$ cat config.mk
export PLATFORM = sky130hd
export DESIGN_NAME = fpsu_status_unit
export DESIGN_NICKNAME = d
export VERILOG_FILES = /design/src/rtl/fpsu_pkg.sv /design/src/rtl/fpsu_bits.sv /design/src/rtl/fpsu_summary.sv /design/src/rtl/fpsu_report.sv /design/src/rtl/fpsu_status_unit.sv
export SDC_FILE = /design/constraint.sdc
export NUM_CORES = 1
export LEC_CHECK = 0
export BUFFER_PORTS_ARGS = -buffer_cell sky130_fd_sc_hd__buf_2
export CORE_ASPECT_RATIO = 0.6
export CORE_MARGIN = 2
export CORE_UTILIZATION = 30
export DETAILED_ROUTE_END_ITERATION = 10
export SYNTH_ARGS = -nofsm -noshare
export SYNTH_HDL_FRONTEND = slang
export SYNTH_SLANG_ARGS = --single-unit
$ cat constraint.sdc
create_clock -name clk -period 1.25 [get_ports clk]
set_input_delay 0.0625 -clock clk [delete_from_list [all_inputs] [get_ports clk]]
set_output_delay 0.0625 -clock clk [all_outputs]
set_load 0.01 [all_outputs]
$ cat src/rtl/fpsu_pkg.sv
package fpsu_pkg;

    // Word geometry
    localparam int SR_W   = 32;
    localparam int INV_W  = 6;
    localparam int CLS_W  = 5;
    localparam int CC_W   = 4;
    localparam int CRF_W  = 4;
    localparam int MODE_W = 2;
    localparam int SC_N   = 3;   // set/clear exception bits

    // Bit positions (top nibble order is published to the condition field)
    localparam int P_XS     = 31;
    localparam int P_ES     = 30;
    localparam int P_IS     = 29;
    localparam int P_OV     = 28;
    localparam int P_UN     = 27;
    localparam int P_DZ     = 26;
    localparam int P_IX     = 25;
    localparam int INV_HI   = P_IX - 1;
    localparam int INV_LO   = INV_HI - INV_W + 1;
    localparam int P_RD     = INV_LO - 1;
    localparam int P_FI     = P_RD - 1;
    localparam int CLS_HI   = P_FI - 1;
    localparam int CLS_LO   = CLS_HI - CLS_W + 1;
    localparam int CC_LO    = CLS_LO;
    localparam int CRF_LO   = P_XS - CRF_W + 1;
    localparam int P_EN_IS  = 7;
    localparam int P_EN_OV  = 6;
    localparam int P_EN_UN  = 5;
    localparam int P_EN_DZ  = 4;
    localparam int P_EN_IX  = 3;

    typedef logic [SR_W-1:0] sr_t;

    typedef struct packed {
        logic [SC_N-1:0]  sc;       // {ovf, unf, zdiv}
        logic             inexact;
        logic             rnd;
        logic             finx;
        logic [INV_W-1:0] inv;
    } fp_cond_t;

    typedef struct packed {
        logic             cls_we;
        logic [CLS_W-1:0] cls_val;
        logic             cc_we;
        logic [CC_W-1:0]  cc_val;
    } fp_class_t;

    // Position of the i-th set/clear exception bit, MSB first
    function automatic int sc_pos(input int i);
        return P_OV - i;
    endfunction

    // Enable-gated OR chain over the five exception sources
    function automatic logic enabled_exc(input sr_t s);
        return (s[P_IS] & s[P_EN_IS]) |
               (s[P_OV] & s[P_EN_OV]) |
               (s[P_UN] & s[P_EN_UN]) |
               (s[P_DZ] & s[P_EN_DZ]) |
               (s[P_IX] & s[P_EN_IX]);
    endfunction

endpackage

$ cat src/rtl/fpsu_bits.sv
module fpsu_bits
    import fpsu_pkg::*;
(
    input  sr_t       sr_cur,
    input  fp_cond_t  cond,
    input  fp_class_t cls,
    output sr_t       sr_bits
);

    always_comb begin
        sr_bits = sr_cur;
        // set/clear exception bits: follow the condition, set XS when raised
        for (int i = 0; i < SC_N; i++) begin
            if (cond.sc[SC_N-1-i]) begin
                sr_bits[sc_pos(i)] = 1'b1;
                sr_bits[P_XS]      = 1'b1;
            end else begin
                sr_bits[sc_pos(i)] = 1'b0;
            end
        end
        // inexact is sticky
        if (cond.inexact) begin
            sr_bits[P_IX] = 1'b1;
            sr_bits[P_XS] = 1'b1;
        end
        // fraction flags are overwritten, never touch IX
        sr_bits[P_RD] = cond.rnd;
        sr_bits[P_FI] = cond.finx;
        // invalid causes accumulate
        sr_bits[INV_HI:INV_LO] = sr_cur[INV_HI:INV_LO] | cond.inv;
        if (|cond.inv) begin
            sr_bits[P_XS] = 1'b1;
        end
        // result class: whole field wins over the condition-code subfield
        if (cls.cls_we) begin
            sr_bits[CLS_HI:CLS_LO] = cls.cls_val;
        end else if (cls.cc_we) begin
            sr_bits[CC_LO+CC_W-1:CC_LO] = cls.cc_val;
        end
    end

endmodule

$ cat src/rtl/fpsu_summary.sv
module fpsu_summary
    import fpsu_pkg::*;
(
    input  sr_t sr_bits,
    output sr_t sr_next
);

    logic is_new;
    sr_t  with_is;

    always_comb begin
        is_new          = |sr_bits[INV_HI:INV_LO];
        with_is         = sr_bits;
        with_is[P_IS]   = is_new;
        sr_next         = with_is;
        sr_next[P_ES]   = enabled_exc(with_is);
    end

endmodule

$ cat src/rtl/fpsu_report.sv
module fpsu_report
    import fpsu_pkg::*;
(
    input  logic              clk,
    input  logic              rst,
    input  logic              upd,
    input  logic              record,
    input  logic [MODE_W-1:0] mode,
    input  logic [CRF_W-1:0]  top_next,
    input  logic              es_next,
    output logic [CRF_W-1:0]  crf_q,
    output logic              crf_valid,
    output logic              irq_req
);

    always_ff @(posedge clk) begin
        if (rst) begin
            crf_q     <= '0;
            crf_valid <= 1'b0;
            irq_req   <= 1'b0;
        end else begin
            crf_valid <= upd & record;
            if (upd & record) begin
                crf_q <= top_next;
            end
            irq_req <= upd & es_next & (|mode);
        end
    end

    // field holds without a recorded update
    p_crf_hold_r8: assert property (@(posedge clk) disable iff (rst)
        !(upd && record) |=> $stable(crf_q));

    // no request when both mode bits are clear
    p_irq_mode_r9: assert property (@(posedge clk) disable iff (rst)
        (mode == '0) |=> !irq_req);

endmodule

$ cat src/rtl/fpsu_status_unit.sv
module fpsu_status_unit
    import fpsu_pkg::*;
#(
    parameter logic [SR_W-1:0] RESET_VAL = '0
)(
    input  logic              clk,
    input  logic              rst,
    input  logic              upd_valid,
    input  logic              cond_ovf,
    input  logic              cond_unf,
    input  logic              cond_zdiv,
    input  logic              cond_inexact,
    input  logic              cond_rnd,
    input  logic              cond_finx,
    input  logic [INV_W-1:0]  inv_cause,
    input  logic              class_we,
    input  logic [CLS_W-1:0]  class_val,
    input  logic              cc_we,
    input  logic [CC_W-1:0]   cc_val,
    input  logic              record,
    input  logic [MODE_W-1:0] exc_mode,
    input  logic              ld_en,
    input  logic [SR_W-1:0]   ld_val,
    output logic [SR_W-1:0]   status_q,
    output logic [CRF_W-1:0]  crf_q,
    output logic              crf_valid,
    output logic              irq_req
);

    fp_cond_t  cond;
    fp_class_t cls;
    sr_t       sr_bits;
    sr_t       sr_next;
    logic      upd;

    assign cond = '{sc: {cond_ovf, cond_unf, cond_zdiv}, inexact: cond_inexact,
                    rnd: cond_rnd, finx: cond_finx, inv: inv_cause};
    assign cls  = '{cls_we: class_we, cls_val: class_val,
                    cc_we: cc_we, cc_val: cc_val};
    assign upd  = upd_valid & ~ld_en;

    fpsu_bits u_bits (
        .sr_cur  (status_q),
        .cond    (cond),
        .cls     (cls),
        .sr_bits (sr_bits)
    );

    fpsu_summary u_summary (
        .sr_bits (sr_bits),
        .sr_next (sr_next)
    );

    always_ff @(posedge clk) begin
        if (rst) begin
            status_q <= RESET_VAL;
        end else if (ld_en) begin
            status_q <= ld_val;
        end else if (upd_valid) begin
            status_q <= sr_next;
        end
    end

    fpsu_report u_report (
        .clk       (clk),
        .rst       (rst),
        .upd       (upd),
        .record    (record),
        .mode      (exc_mode),
        .top_next  (sr_next[P_XS:CRF_LO]),
        .es_next   (sr_next[P_ES]),
        .crf_q     (crf_q),
        .crf_valid (crf_valid),
        .irq_req   (irq_req)
    );

    // XS is never cleared by an update
    p_xs_sticky_r2: assert property (@(posedge clk) disable iff (rst)
        (upd && status_q[P_XS]) |=> status_q[P_XS]);

    // IX is never cleared by an update
    p_ix_sticky_r3: assert property (@(posedge clk) disable iff (rst)
        (upd && status_q[P_IX]) |=> status_q[P_IX]);

    // invalid summary agrees with cause bits after an update
    p_is_summary_r6: assert property (@(posedge clk) disable iff (rst)
        upd |=> (status_q[P_IS] == (|status_q[INV_HI:INV_LO])));

    // enabled summary agrees with bits and enables after an update
    p_es_summary_r7: assert property (@(posedge clk) disable iff (rst)
        upd |=> (status_q[P_ES] == enabled_exc(status_q)));

    // a request always reflects a set enabled summary
    p_irq_es_r9: assert property (@(posedge clk) disable iff (rst)
        irq_req |-> status_q[P_ES]);

    // load wins
    p_load_r11: assert property (@(posedge clk) disable iff (rst)
        ld_en |=> (status_q == $past(ld_val)));

    // idle holds the word
    p_idle_hold_r12: assert property (@(posedge clk) disable iff (rst)
        (!upd_valid && !ld_en) |=> $stable(status_q));

endmodule

==> results of run 1 <==
==> kinds of logic after synthesis <==
| kind of cell | Yosys count |
|---|---|
| simple gates | 72 |
| flops | 38 |
| compound gates | 36 |
| buf+inv | 31 |
| mux | 27 |
==> per-layer routing <==
layer / GRT usage / vias to the layer above / wire length [um]
met2: 0.234 / 61 / 2050
met5: 0 / - / 0
met3: 0.0422 / 2 / 370
met1: 0.219 / 785 / 2460
met4: 0.0550 / 0 / 22
li1: - / 872 / -
==> per-stage QoR <==
step	setup WS, ns	util	hold slack, ns	setup TNS, ns	cells
floorplan	-0.0310	-	0.147	-0.0310	204
global placement	-0.0717	0.410	0.294	-0.152	370
detailed placement	-0.0902	0.410	0.300	-0.241	370
CTS	-0.0813	0.445	0.000314	-0.178	382
global route	-0.165	0.447	0.00398	-0.657	382
finish	-0.0735	0.447	0.00738	-0.142	382
==> power by group through the flow <==
| stage | Clock, uW | Sequential (uW) | Combinational, uW |
|---|---|---|---|
| finish | 1300 | 1340 | 538 |
| global route | 1390 | 1340 | 602 |
| CTS | 1330 | 1330 | 542 |
| detailed placement | 0 | 1360 | 527 |
| global placement | 0 | 1360 | 523 |
| floorplan | 0 | 1380 | 286 |
==> final timing paths <==
path	end	slack, ns
worst max-delay path	status_q[30]$_SDFFE_PP0P_	-0.07
worst min-delay path	status_q[2]$_SDFFE_PP0P_	0.007
worst max register to register	status_q[30]$_SDFFE_PP0P_	-0.07
worst min register to register	status_q[10]$_SDFFE_PP0P_	0.50
==> synthesized netlist by cell type, types with 2 or more instances <==
| cell | n |
|---|---|
| a21oi_1 | 20 |
| clkbuf_1 | 7 |
| buf_4 | 15 |
| mux2i_1 | 27 |
| nor2_1 | 49 |
| inv_1 | 2 |
| o32ai_1 | 2 |
| nor3_1 | 4 |
| a211oi_1 | 2 |
| buf_2 | 6 |
| o21ai_0 | 7 |
| dfxtp_1 | 38 |
| nor4_1 | 2 |
| nor2b_1 | 3 |
| nand2_1 | 8 |
==> registers in the layout, indices dropped and copies added, names as in the netlist <==
register            count
u_report.irq_req        1
u_report.crf_valid      1
u_report.crf_q          4
status_q               32
==> final cells by class <==
class	instances	area (um2)
inverter	2	7.51
fill	584	3090
clock buffer	6	82.6
tap	80	100
timing repair buffer	119	656
clock inverter	2	60.1
multi-input combinational	135	836
sequential	38	762
==> what timing repair did <==
item,in CTS,in global routing
setup endpoints to repair,5,7
cloned,0,0
pin swaps,1,0
resized for setup,1,3
hold buffers,4,0
hold endpoints to repair,4,0
==> critical path, cell delays in order, from the launching register on <==
cell	delay, ns
dfxtp_2	0.34
nor4_4	0.27
nand4_2	0.18
a2111oi_2	0.33
a2111oi_1	0.08
==> cell usage in the layout (no fill, tap or decap), types with 2 or more instances in the layout <==
master	instances
inv_1	2
buf_4	16
nand2_1	8
buf_2	99
a211oi_1	2
dfxtp_1	37
mux2i_1	27
nor3_1	3
nor2b_1	3
nor2_1	49
o21ai_0	7
dlygate4sd3_1	4
clkbuf_8	6
nor4_2	2
a21oi_1	20
o32ai_1	2
bufinv_16	2
==> run metrics, run 1 <==
syn_area_per_cell 8.56 um2; via count between 1500 and 2000; chip width about 100 um; Worst-Skew Late Latency around 0.29 ns; DRC Markers 0; XOR/XNOR share of the synthesized area 0; Die ar. 6470 um2; largest net degree at the start of global routing 29; power per cell area 1270 nW/um2; number of flops mapped to enable cells by yosys 0; Final Cycle Share 1.06; initial antenna violation count 0; P_int 2410 uW; Finish-stage setup viols 4; gr ovfl total 0; GPL Wtd Cong 0.761; Max VDD drop 0.000557 V; Area Growth Syn to Fin 43.3%; Cell Area, Synth ~1700 um2; vias in the first global route 1660; I/O pin cnt 100; H-tree levels 2; Antenna Nets Post-Route 0; Vias/cell about 4.5; Yosys reg bits 38; Sw Ratio 0.241; Hold Fails Final Rpt 0; Core ar. 5600 um2; ranking of synthesized cells by area dfxtp_1, mux2i_1, nor2_1; Final Critical Period 1.32 ns; top_reg_cell synth dfxtp_1; Gate power share 0.169; Clock Pin Slew Worst Setup and Hold Paths 0.08 ns; Sw Pwr 766 uW; critical path class register to register; initial core utilization 0.312; top cell type's share of synthesized area 0.436; Worst Slack Setup Final -0.0735 ns; final instance area 2500 um2; Clk pwr share 0.410; Final Skew 0.00711 ns; drt pass-1 iters 6; share of post-route cells with drive strength above 1 0.437; Ys Warns 0; maxcap violations 0; Post-Synth Simple-Gate Area 0.181; Diodes inserted 0; Post-Route WL 4900 um; critical path endpoint category register; Setup crit start status_q[22]$_SDFFE_PP0P_; hold path depth 3; Slew HR 0.743; setup bufs post-CTS 0; initial drt markers 43; NumNets Final approximately 360; Async SR Flop Fraction 0; multiplexer share of the synthesized area 0.155; static leakage 0.00127 uW; Total GRT Usage 0.157; HP Class input pin to register; post-DP HPWL 3710 um; Num CTS Buffers 5; Seq/Total Area, Yosys 0.436; CP required 1.42 ns; startpoint types register; post-synthesis cell count around 200; Yosys cell types 27; Synth Area in Adders 0; status complete, but fails checks; CTS tree done; clock tree sinks 38; PortBufs 99; reg2reg path depth 4; WP data arrival around 1.5 ns; Post-DP Area 2300 um2; Slew @ Worst Pin 0.385 ns; die height between 60 and 70 um; Power Total 3180 uW; average wire per standard cell 12.8 um; pins over their slew limit 0; RSZ-0062 raised after global routing yes; failing checks setup timing; compound-gate portion of the synthesized area 0.125; Hold Path Origin ld_val[2]; Row Count 21; Peak Freq roughly 760 MHz; root buf cell clkbuf_8; top cell type by total area after synthesis dfxtp_1; Max Root-Sink Buffers 2; crit-path max FO 3; Seq pwr share 0.421; FF-to-FF Start status_q[22]$_SDFFE_PP0P_; largest family of logic cells by synthesized area simple AND/OR/NAND/NOR gates; global-route wire length before repair 7820 um; Net Count, Synth 266
No activity file was read; power rests on OpenSTA's default activity.
==> run 2, diff against run 1 <==
ABC_AREA = 1   (was default)
==> run 2 against run 1 <==
Compared with the run above: the run now ends clean; synthesized area up 3.7%; highest routed layer is now met5; first-iteration DRC count up 91%; maximum frequency up 17%; die area up 3.5%; utilization down 0.69 points; critical endpoint is now u_report.crf_q[2]$_SDFFE_PP0P_; critical path type unchanged.
==> run metrics, run 2 <==
initial antenna violation count 1; XOR/XNOR share of the synthesized area 0; WP data arrival 1.33 ns; gr ovfl total 0; static leakage 0.00128 uW; dpl ws 0.110 ns; vias in the first global route 1667; Vias/cell about 4.5; status complete, no violations; initial drt markers 82; Num CTS Buffers 5; chip width 104 um; Top reg by flops status_q; I/O pin cnt 100; Async SR Flop Fraction 0; max FFs per register 32; Diodes inserted 0; commonest non-fill, non-tap cell in the layout buf_2; CP max stage delay 0.32 ns; top cell type by total area after synthesis dfxtp_1; CP delay by family, top simple AND/OR/NAND/NOR gates; Final Critical Period ~1.1 ns; cell chain of the critical path or2_4, nor2_4, nand2_2, nand2_2, nand2_2, o21ai_1, inv_1; NumNets Final 400; most numerous cell in the Yosys netlist nand2_1; FILL cells roughly 580; average wire per standard cell roughly 12 um; commonest cells after routing, fill and taps aside buf_2, nand2_1, dfxtp_1, nor2_1, o21ai_0; largest family of logic cells by synthesized area simple AND/OR/NAND/NOR gates; Slew @ Worst Pin 0.306 ns; critical path class register to register; PortBufs 99; Area Growth Syn to Fin 38.7%; die height 64.2 um; Post-Synth Simple-Gate Area 0.274; drt pass-1 iters 4; Yosys reg bits 38; largest net degree at the start of global routing 25; setup bufs post-CTS 0; startpoint types register; Slowest cell on crit path dfxtp_1; number of flops mapped to enable cells by yosys 0; Clock Pin Slew Worst Setup and Hold Paths roughly 0.08 ns; syn_area_per_cell approximately 7.5 um2; H-tree levels 2; compound-gate portion of the synthesized area 0.174; Seq/Total Area, Yosys 0.420; global-route wire length before repair 8120 um; RSZ-0062 raised after global routing no; Antenna Nets Post-Route 0; share of post-route cells with drive strength above 1 0.392; initial core utilization 0.318; power per cell area 1250 nW/um2; Final Cycle Share 0.904; Core ar. 5700 um2; CP required 1.45 ns; GPL Wtd Cong 0.805; Ys Warns 0; top_reg_cell synth dfxtp_1; Final Skew around 0.009 ns; root buf cell clkbuf_8; crit-path max FO 3; Max Root-Sink Buffers 2; Max VDD drop 0.000549 V; Row Count 21; via count 1866; Worst-Skew Late Latency about 0.29 ns; post-synthesis cell count 242; Total GRT Usage 0.154; DRC Markers 0; Worst Slack Setup Final 0.120 ns; CP bufs+invs 1; Peak Freq 885 MHz; Yosys cell types 25; Slew HR 0.796; post-DP HPWL between 3000 and 4000 um; top cell type's share of synthesized area 0.420; pins over their slew limit 0; critical path endpoint category register; ranking of synthesized cells by area dfxtp_1, nand2_1, nor2_1; largest registers status_q (32), u_report.crf_q (4); multiplexer share of the synthesized area 0; Post-Route WL 5180 um; Finish-stage setup viols 0; Synth Area in Adders 0; Hold Fails Final Rpt 0; CTS tree done; Die ar. around 6700 um2; most common library cells after synthesis nand2_1, dfxtp_1, nor2_1; HP Class input pin to register; Cell Area, Synth 1810 um2; setup TNS 0 ns; clock tree sinks 38; Net Count, Synth about 300; maxcap violations 0; cell mode on critical path nand2_2
## run 2: cell count changes after synthesis, moves of 8 or more
cell / delta
a31oi_1: +12
nor2_1: -13
inv_1: +11
nand3_1: +8
a21oi_1: -14
nand2_1: +44
o21ai_0: +9
mux2i_1: -27
## run 2: worst reg2reg max path: stages, from the launching register on
cell and delay (ns):
dfxtp_1 0.32, or2_4 0.27, nor2_4 0.10, nand2_2 0.08
nand2_2 0.06, nand2_2 0.05, o21ai_1 0.12, inv_1 0.04
## run 2: logic make-up after synthesis
| logic type | after synthesis |
|---|---|
| AO/OA/AOI/OAI | 53 |
| buffers and inverters | 39 |
| AND/OR/NAND/NOR | 112 |
| flip-flops | 38 |
## run 2: what timing repair did
| item | 4_1_cts | 5_1_grt |
|---|---|---|
| resized for setup | 0 | 0 |
| endpoints found under the setup margin | 0 | 0 |
| hold buffers | 9 | 0 |
| endpoints found under the hold margin | 9 | 0 |
## run 2: area by class of cell
| cell class | instances | area [um2] | share of cell area |
|---|---|---|---|
| Clock buffer | 5 | 68.8 | 0.0274 |
| Clock inverter | 3 | 68.8 | 0.0274 |
| Inverter | 15 | 66.3 | 0.0264 |
| Multi-Input combinational cell | 165 | 811 | 0.323 |
| Sequential cell | 38 | 761 | 0.303 |
| Tap cell | 80 | 100 | 0.0399 |
| Timing Repair Buffer | 113 | 636 | 0.253 |
## run 2: report_power, final
part           switching [uW]  internal [uW]
clock network             453            800
logic                     285            248
registers                52.3           1290
## run 2: routing by layer
metal / global-route usage / part of all wire
met5: 0 / 0.0031
met4: 0.0405 / 0.0070
met3: 0.0551 / 0.078
met2: 0.220 / 0.38
met1: 0.217 / 0.53
## run 2: metrics by stage
step	util	std cells	hold slack [ns]	area, um2	power [uW]
after floorplan	-	242	0.138	1810	1680
after detailed placement	0.400	402	0.293	2280	1890
after CTS	0.440	419	0.00588	2510	3170
final	0.440	419	0.0111	2510	3130
after global placement	0.400	402	0.287	2280	1880
after global routing	0.440	419	0.0189	2510	3300
## run 2: final timing paths
path / start / to / slack (ns) / depth (start not counted)
max: status_q[21]$_SDFFE_PP0P_ / u_report.crf_q[2]$_SDFFE_PP0P_ / 0.12 / 7
min: ld_val[0] / status_q[0]$_SDFFE_PP0P_ / 0.01 / 3
max reg2reg: status_q[21]$_SDFFE_PP0P_ / u_report.crf_q[2]$_SDFFE_PP0P_ / 0.12 / 7
min reg2reg: u_report.crf_q[0]$_SDFFE_PP0P_ / u_report.crf_q[0]$_SDFFE_PP0P_ / 0.47 / 2
==> run 3, diff against run 2 <==
clock period = 1.1 ns   (was 1.25 ns; I/O delays follow)
==> run 3 against run 2 <==
Compared with the run above: the flow now finishes with violations (setup timing); via count increased by 3.1%; sequential cell count unchanged; count of clock-buffer cells in the layout increased by 1; worst setup slack got worse by 0.12 ns; wire length grew 1.5%; critical path type unchanged; critical path depth unchanged; sequential power increased by 13%; first-iteration DRC count decreased by 7.3%; global-route usage is 0.54 points higher; sequential share of layout area is 1.2 points lower; clock skew is 0.0014 ns lower.
==> run metrics, run 3 (same netlist as run 2, synthesis figures left out) <==
cell mode on critical path nand2_2; die height 64.2 um; Sw Pwr approximately 890 uW; critical path endpoint category register; Clock Pin Slew Worst Setup and Hold Paths 0.08 ns; RSZ-0062 raised after global routing yes; vias in the first global route around 1800; global-route wire length before repair ~8500 um; cell chain of the critical path or2_4, nor2_4, nand2_2, nand2_2, nand2_2, o21ai_1, inv_1; WP data arrival 1.29 ns; CP delay by family, top simple AND/OR/NAND/NOR gates; Clk pwr share 0.404; WHS about 0.028 ns; hold endpoint status_q[23]$_SDFFE_PP0P_; hold path depth 3; Post-Route WL 5260 um; clock tree sinks 38; failing checks setup timing; dpl ws -0.00430 ns; power per cell area between 1000 and 1500 nW/um2; Worst Slack Setup Final -0.00378 ns; FF-to-FF Start status_q[21]$_SDFFE_PP0P_; largest registers status_q (32), u_report.crf_q (4); H-tree levels 2; CTS tree done; Slew HR 0.803; Vias/cell approximately 4.5; GPL Wtd Cong about 0.83; R2R Setup Slk -0.004 ns; post-DP HPWL 3980 um; PortBufs 99; drt pass-1 iters 4; Antenna Nets Post-Route 0; CP bufs+invs 1; Peak Freq 906 MHz; crit-path max FO 2; Final Critical Period about 1.1 ns; critical path class register to register; Setup crit start status_q[21]$_SDFFE_PP0P_; via count 1923; Final Skew roughly 0.0076 ns; Max Root-Sink Buffers 2; Diodes inserted 0; Slowest cell on crit path dfxtp_1; commonest cells after routing, fill and taps aside buf_2, nand2_1, dfxtp_1, nor2_1, o21ai_0; M1 WL 2680 um; initial drt markers 76; Num CTS Buffers 5; Max VDD drop about 0.00051 V; Die ar. 6690 um2; Top reg by flops status_q; Total GRT Usage 0.159; Sw Ratio 0.245; share of post-route cells with drive strength above 1 0.407; Row Count 21; root buf cell clkbuf_8; average wire per standard cell 12.2 um; CP required 1.28 ns; Slew @ Worst Pin 0.295 ns; met2 WL post-DR approximately 2200 um; chip width 104 um; Top Layer Used met4; NumNets Final between 400 and 500; P_int 2750 uW; initial core utilization 0.318; gr ovfl total 0; max FFs per register 32; Worst-Skew Late Latency ~0.29 ns; Finish-stage setup viols 1; startpoint types register; pins over their slew limit 0; Hold Fails Final Rpt 0; Seq pwr share 0.418; HP Class input pin to register; CP max stage delay 0.31 ns; largest net degree at the start of global routing 19; status complete, but fails checks; reg-to-reg endpoint u_report.crf_q[2]$_SDFFE_PP0P_; Final Cycle Share 1.00; DR WL met3 394 um; I/O pin cnt 100; DRC Markers 0; commonest non-fill, non-tap cell in the layout buf_2; Core ar. 5700 um2; reg2reg path depth 7; initial antenna violation count 0; Area Growth Syn to Fin 44.4%; maxcap violations 0; Hold Path Origin ld_val[23]; Gate power share 0.179; static leakage 0.00134 uW
-- run 3: cell count changes in the layout (fill, tap and decap cells not counted), sizes merged --
cell         before  now
clkbuf            5    6
dlygate4sd3       9   12
buf             104  113
clkinv            2    1
-- run 3: power by group through the flow --
stage,Sequential (uW),Clock (uW),Combinational [uW]
final,1520,1470,651
after global routing,1530,1570,731
after floorplan,1580,0,331
after detailed placement,1550,0,624
after global placement,1550,0,617
after CTS,1520,1510,659
-- run 3: what timing repair did --
item	4_1_cts	5_1_grt
resized for setup	0	1
setup buffers	0	1
hold buffers	12	0
hold endpoints to repair	12	0
endpoints found under the setup margin	1	3
pin swaps	0	2
-- run 3: metrics by stage --
| stage | std cells | util | total power, uW | setup TNS [ns] | cell area (um2) |
|---|---|---|---|---|---|
| global route | 431 | 0.459 | 3830 | -0.213 | 2620 |
| CTS | 430 | 0.457 | 3690 | -0.0159 | 2610 |
| global placement | 410 | 0.411 | 2170 | 0 | 2340 |
| detailed placement | 410 | 0.411 | 2180 | -0.00430 | 2340 |
| floorplan | 242 | - | 1910 | 0 | 1810 |
| finish | 431 | 0.459 | 3640 | -0.00378 | 2620 |
-- run 3: final cells by class --
| type | count | area (um2) |
|---|---|---|
| Multi-Input combinational cell | 165 | 811 |
| Fill cell | 615 | 3090 |
| Tap cell | 80 | 100 |
| Clock inverter | 2 | 60.1 |
| Sequential cell | 38 | 762 |
| Timing Repair Buffer | 125 | 733 |
| Clock buffer | 6 | 82.6 |
| Inverter | 15 | 66.3 |
-- run 3: worst max path at each step --
| stage | endpoint | cells past startpoint |
|---|---|---|
| floorplan | u_report.crf_q[2]$_SDFFE_PP0P_ | 7 |
| global placement | u_report.crf_q[2]$_SDFFE_PP0P_ | 7 |
| detailed placement | u_report.crf_q[2]$_SDFFE_PP0P_ | 7 |
| CTS | u_report.crf_q[2]$_SDFFE_PP0P_ | 7 |
| global route | u_report.crf_q[2]$_SDFFE_PP0P_ | 7 |
| finish | u_report.crf_q[2]$_SDFFE_PP0P_ | 7 |
-- run 3: routing by layer --
| layer | vias to the layer above | global-route usage |
|---|---|---|
| li1 | 995 | - |
| met1 | 861 | 0.224 |
| met2 | 65 | 0.245 |
| met3 | 2 | 0.0480 |
| met4 | 0 | 0.0203 |
| met5 | - | 0 |
-- run 3: worst register-to-register path: cells and delay by family, from the launching register on --
family	cells	cell delay [ns]
simple gates	5	0.51
compound gates	1	0.12
buf+inv	1	0.05
flops	1	0.31
